===== src/rtl/pred_file.sv =====
module pred_file #(
  parameter int NUM_PRED = 64,
  localparam int IDXW = $clog2(NUM_PRED)
) (
  input  logic            clk,
  input  logic            rst_n,
  input  logic            issue_valid,
  input  logic [IDXW-1:0] issue_qp,
  output logic            issue_en,
  input  logic            cmp_valid,
  input  logic [IDXW-1:0] cmp_qp,
  input  logic [IDXW-1:0] cmp_dst_a,
  input  logic [IDXW-1:0] cmp_dst_b,
  input  logic            cmp_cond,
  output logic            cmp_taken
);

  logic [NUM_PRED-1:0] pred_q, pred_d;

  assign issue_en  = issue_valid & pred_q[issue_qp];
  assign cmp_taken = cmp_valid & pred_q[cmp_qp];

  always_comb begin
    pred_d = pred_q;
    if (cmp_taken) begin
      pred_d[cmp_dst_b] = ~cmp_cond;
      pred_d[cmp_dst_a] = cmp_cond;
    end
    pred_d[0] = 1'b1;
  end

  always_ff @(posedge clk or negedge rst_n)
    if (!rst_n) pred_q <= NUM_PRED'(1);
    else        pred_q <= pred_d;


  p0_true_chk: assert property (@(posedge clk) disable iff (!rst_n)
    issue_valid && issue_qp == '0 |-> issue_en);


  dst_a_write_chk: assert property (@(posedge clk) disable iff (!rst_n)
    cmp_taken && cmp_dst_a != '0 |=> pred_q[$past(cmp_dst_a)] == $past(cmp_cond));


  dst_b_write_chk: assert property (@(posedge clk) disable iff (!rst_n)
    cmp_taken && cmp_dst_b != '0 && cmp_dst_b != cmp_dst_a
    |=> pred_q[$past(cmp_dst_b)] == !$past(cmp_cond));


  gated_cmp_chk: assert property (@(posedge clk) disable iff (!rst_n)
    !cmp_taken |=> $stable(pred_q));


  idle_issue_chk: assert property (@(posedge clk) disable iff (!rst_n)
    !issue_valid |-> !issue_en);

endmodule


===== config.mk =====
export PLATFORM = sky130hd
export DESIGN_NAME = pred_file
export DESIGN_NICKNAME = d
export VERILOG_FILES = /design/src/rtl/pred_file.sv
export SDC_FILE = /design/constraint.sdc
export NUM_CORES = 1
export LEC_CHECK = 0
export ABC_CLOCK_PERIOD_IN_PS = 9900
export BUFFER_PORTS_ARGS = -buffer_cell sky130_fd_sc_hd__buf_2
export CAP_MARGIN = 5
export CELL_PAD_IN_SITES_DETAIL_PLACEMENT = 0
export CELL_PAD_IN_SITES_GLOBAL_PLACEMENT = 1
export CORE_UTILIZATION = 52
export CTS_CLUSTER_DIAMETER = 150
export CTS_CLUSTER_SIZE = 8
export DETAILED_ROUTE_END_ITERATION = 10
export PLACE_DENSITY = 0.83
export SYNTH_ARGS = -nofsm -noshare
export SYNTH_HDL_FRONTEND = slang
export SYNTH_SLANG_ARGS = --single-unit
export TNS_END_PERCENT = 10

===== constraint.sdc =====
create_clock -name clk -period 9.9 [get_ports clk]
set_input_delay 1.98 -clock clk [delete_from_list [all_inputs] [get_ports clk]]
set_output_delay 1.98 -clock clk [all_outputs]
set_load 0.05 [all_outputs]

---- After elaboration in Yosys (flattened, before gate mapping) ----
Cells that the tools add are included.
word-level totals
  register bits ........................... 63
  input port bits ......................... 29
  output and inout bits ................... 2
  logic and storage cells ................. 22
operators by class
  order comparisons ....................... 6
  mux-type cells .......................... 10
  bitwise logic cells ..................... 3
  reduce and logical (&&, ||, !) cells .... 2
operators by type and width
  kind                  count
  $bwmux W64            2
  $lt A6 B7 Y1 const B  4
  $bmux W1 S6           2
  $demux W1 S6          2
  $ge A6 B1 Y1 const B  2
  $mux W1               4
  $and A1 B1 Y1         2
  $logic_and A1 B1 Y1   2
  $not A1 Y1            1

---- Logic depth before layout (Yosys ltp) ----
  depth after elaboration ................. 6
  mapped depth ............................ 11
  depth with buffers taken out ............ 7

---- Worst setup path after synthesis ----
No wires, ideal clock.
  path kind ............................... input port to output port
  start point ............................. in issue_qp[0]
  end point ............................... out issue_en
  arrival time ............................ 4.689 ns
  data required time ...................... 7.920 ns
  setup slack ............................. 3.231 ns
  cell stages on the path ................. 6
  path buffers ............................ 2
  cells stage by stage .................... clkbuf_1 > buf_1 > mux4_2 > mux4_2 > mux4_2 > and2_1
on the way
  word-level cells in the longest chain between the ends .. 3
RTL lines
  element                        line  RTL
  start, declared                8     input logic [IDXW-1:0] issue_qp,
  $bmux W1 S6                    20    assign issue_en = issue_valid & pred_q[issue_qp];
  $mux W1 (implied by the code)  20
  $and A1 B1 Y1                  20
  end, declared                  9     output logic issue_en,
Every way passes these cells. The select of a mux whose other input is x is not followed.

---- Worst setup path in the final report ----
Ends and elaborated chain as after synthesis.

==> metrics.md <==
| Metric | Value |
|---|---|
| CTS Root Cell | clkbuf_8 |
| Largest registers | pred_q x63 |
| Post-synthesis register bit count | between 60 and 70 |
| Full die area | between 10000 and 15000 um2 |
| Starting DRT DRC Count | 650 |
| Share of the synthesized area in the top cell type | 0.2821 |
| Worst Setup Path Type | primary input to output pin |
| I/O Buffers | 30 |
| Final Wtd Congestion | between 0.8 and 0.9 |
| Power per cell area | approximately 130 nW/um2 |
| Hold Violations, Final | 0 |
| Detailed Route WL | roughly 20000 um |
| Worst Tran Pin Value | ~1200 ps |
| Max Cap Violations | 0 |
| Hold crit path type | flop to flop |
| Clock Skews | 8.551 ps |
| Synth Warn # | 0 |
| Fmax | approximately 0.16 GHz |
| Min Hold Slack | about 550 ps |
| Largest register FFs | 63 |
| Initial core utilization | 0.5389 |
| CTS Sinks | 63 |
| Tcrit/Tclk final | 0.6405 |
| Data required, critical path | approximately 8000 ps |
| NetSw | about 0.27 mW |
| Fraction of layout cells with a size suffix above 1 | 0.1727 |
| Setup slack at placement | 3546 ps |
| Die span in x | about 110 um |
| CTS tree | yes |
| Gr ovfl total | 0 |
| Worst Path Max Fanout | 17 |
| Die H | about 110 um |
| Largest net degree at the start of global routing | 130 |
| Syn Inst Count | ~640 |
| Nets@finish | approximately 660 |
| Sequential share of the synthesized area | 0.2821 |
| Most common cell after layout, fill and taps aside | nand2_1 |
| Clock transition at path regs | ~70 ps |
| Sequential power share | 0.420 |
| Initial antenna violation count | 0 |
| Status | finished clean |
| Critical Path End Type | output pin |
| Count of final max-slew check failures | 0 |
| Post-CTS Setup Inserts | 0 |
| Reg-to-Reg Start | pred_q[15]$_DFFE_PN0P_ |
| Final Setup Violations | 0 |
| Fin cells | 767 |
| First-pass GRT wire length | between 30000 and 40000 um |
| Routed wire length per instance | between 20 and 30 um |
| Drt first pass iters | 5 |
| Hpwl dp | around 12000 um |
| Total GRT Usage | 0.3648 |
| Startpoint types | primary input |
| Netlist cell types | 42 |
| Switch share | 0.3546 |
| Commonest non-fill, non-tap cells in the layout | nand2_1, dfrtp_1, a21oi_1 |
| Hold path startpoint | pred_q[4]$_DFFE_PN0P_ |
| Flop2flop setup slack | around 6700 ps |
| Clock Latency Late Sink | approximately 380 ps |
| Placeable Area | between 10000 and 15000 um2 |
| Post-synth top area cell | dfrtp_1 |
| Dpl cells | ~750 |
| Mean cell area of the mapped netlist | just under 9 um2 |
| Crit path DAT | 4360 ps |
| Final setup TNS | 0 ps |
| Vias in the first global route | a little over 5000 |
| I/O pin total | 31 |
| CTS Buffer Depth | 2 |
| Hold_buf cts | 0 |
| Remaining DRCs | 0 |
| Via/cell ratio | 7.219 |
| Post-CTS resize count | 0 |
| Mapped Nets | approximately 660 |
| DR vias | 5537 |
| CP startpoint | issue_qp[0] |
| Largest cells by area after synthesis | dfrtp_1, mux4_2, a221oi_1 |
| Routed Antenna Nets | 0 |
| Power Internal | a little under 0.5 mW |
| Rel. slew slack | 0.1790 |
| Worst vdd ir | between 0.09 and 0.1 mV |
| Cell Area, Synth | 5588 um2 |
| PnR Total Power | 0.7477 mW |
| Unrepaired setup endpoints after global routing | false |
| CTS Buf Count | 9 |
| Area Growth Syn to Fin | 6.337% |
| Cell Rows | 37 |
| Power share of the clock group | 0.312 |
| H-Tree Depth | 3 |
| Static Leak | ~2.2 nW |
| Top reg by flops | pred_q |
| Antenna cells | 0 |
| Fin worst setup slack | approximately 3600 ps |
| Power share of the combinational group | 0.268 |
| Tmin final | around 6300 ps |
==> logic make-up (layout without fill, tap and decap cells) <==
kind of cell / Yosys count / in the layout / share of synthesized area
buffers and inverters: 63 / 59 / 0.04747
xor gates and xnor gates: 4 / 4 / 0.006269
muxes: 54 / 54 / 0.1695
AOI/OAI and AO/OA: 243 / 243 / 0.2902
DFF: 63 / 63 / 0.2821
and+or+nand+nor: 208 / 208 / 0.2044
==> worst max-delay path, cell delays in order <==
cell and delay (ps):
buf_2 430, mux4_2 570, mux4_2 510, mux4_2 480, and2_1 170, buf_2 200
==> worst paths after layout <==
check	to	depth (start not counted)
max	issue_en	6
min	pred_q[4]$_DFFE_PN0P_	1
max reg2reg	pred_q[25]$_DFFE_PN0P_	7
min reg2reg	pred_q[4]$_DFFE_PN0P_	1
max in group asynchronous	pred_q[61]$_DFFE_PN0P_	2
min in group asynchronous	pred_q[49]$_DFFE_PN0P_	2
==> metal layers <==
layer | vias to the layer above | global-route usage | part of all wire
li1 | 2402 | - | -
met1 | 2726 | 0.5204 | 0.41
met2 | 356 | 0.5392 | 0.45
met3 | 53 | 0.08101 | 0.10
met4 | 0 | 0.1389 | 0.034
met5 | - | 0 | 0
==> cells in the mapped netlist <==
cell type and number:
nand2_1 75, dfrtp_1 63, a21oi_1 59, a221oi_1 57, nand2b_1 57, o21ai_0 56
clkbuf_1 45, mux4_2 32, o21a_1 32, a21boi_0 24, mux2i_1 17, nor3_1 14
nor2_1 12, nor3b_1 11, a22oi_1 7, buf_2 7, and2_1 6, nand3_1 6
buf_1 5, mux2_2 5, nand3b_1 5, and3b_1 4, nor3_2 4, xor2_1 4
and3_1 3, buf_4 3, nor2b_1 3, a221o_1 2, a31oi_1 2, nor3b_4 2
or3b_2 2, a221oi_2 1, a22o_1 1, a2bb2oi_1 1, buf_6 1, clkinv_2 1
inv_1 1, nor3b_2 1, nor4b_1 1, o22a_1 1, or2_2 1, or3_1 1
==> power groups by stage <==
| stage | clock network (mW) | registers [mW] | logic [mW] |
|---|---|---|---|
| floorplan | 0 | 0.302 | 0.149 |
| global placement | 0 | 0.315 | 0.189 |
| detailed placement | 0 | 0.316 | 0.197 |
| CTS | 0.233 | 0.312 | 0.197 |
| global route | 0.245 | 0.316 | 0.217 |
| finish | 0.233 | 0.314 | 0.201 |
==> metrics by stage <==
step | util | area (um2)
finish | 0.5730 | 5942
global route | 0.5730 | 5942
CTS | 0.5730 | 5942
detailed placement | 0.5543 | 5748
global placement | 0.5543 | 5748
floorplan | - | 5588
==> layout make-up <==
cell class,count,area (um2)
Timing Repair Buffer,41,235.2
Fill cell,955,4428
Clock inverter,3,15.01
Tap cell,136,170.2
Clock buffer,13,178.9
Multi-Input combinational cell,509,3757
Sequential cell,63,1577
Inverter,2,8.758
No activity file was read; power rests on OpenSTA's default activity.
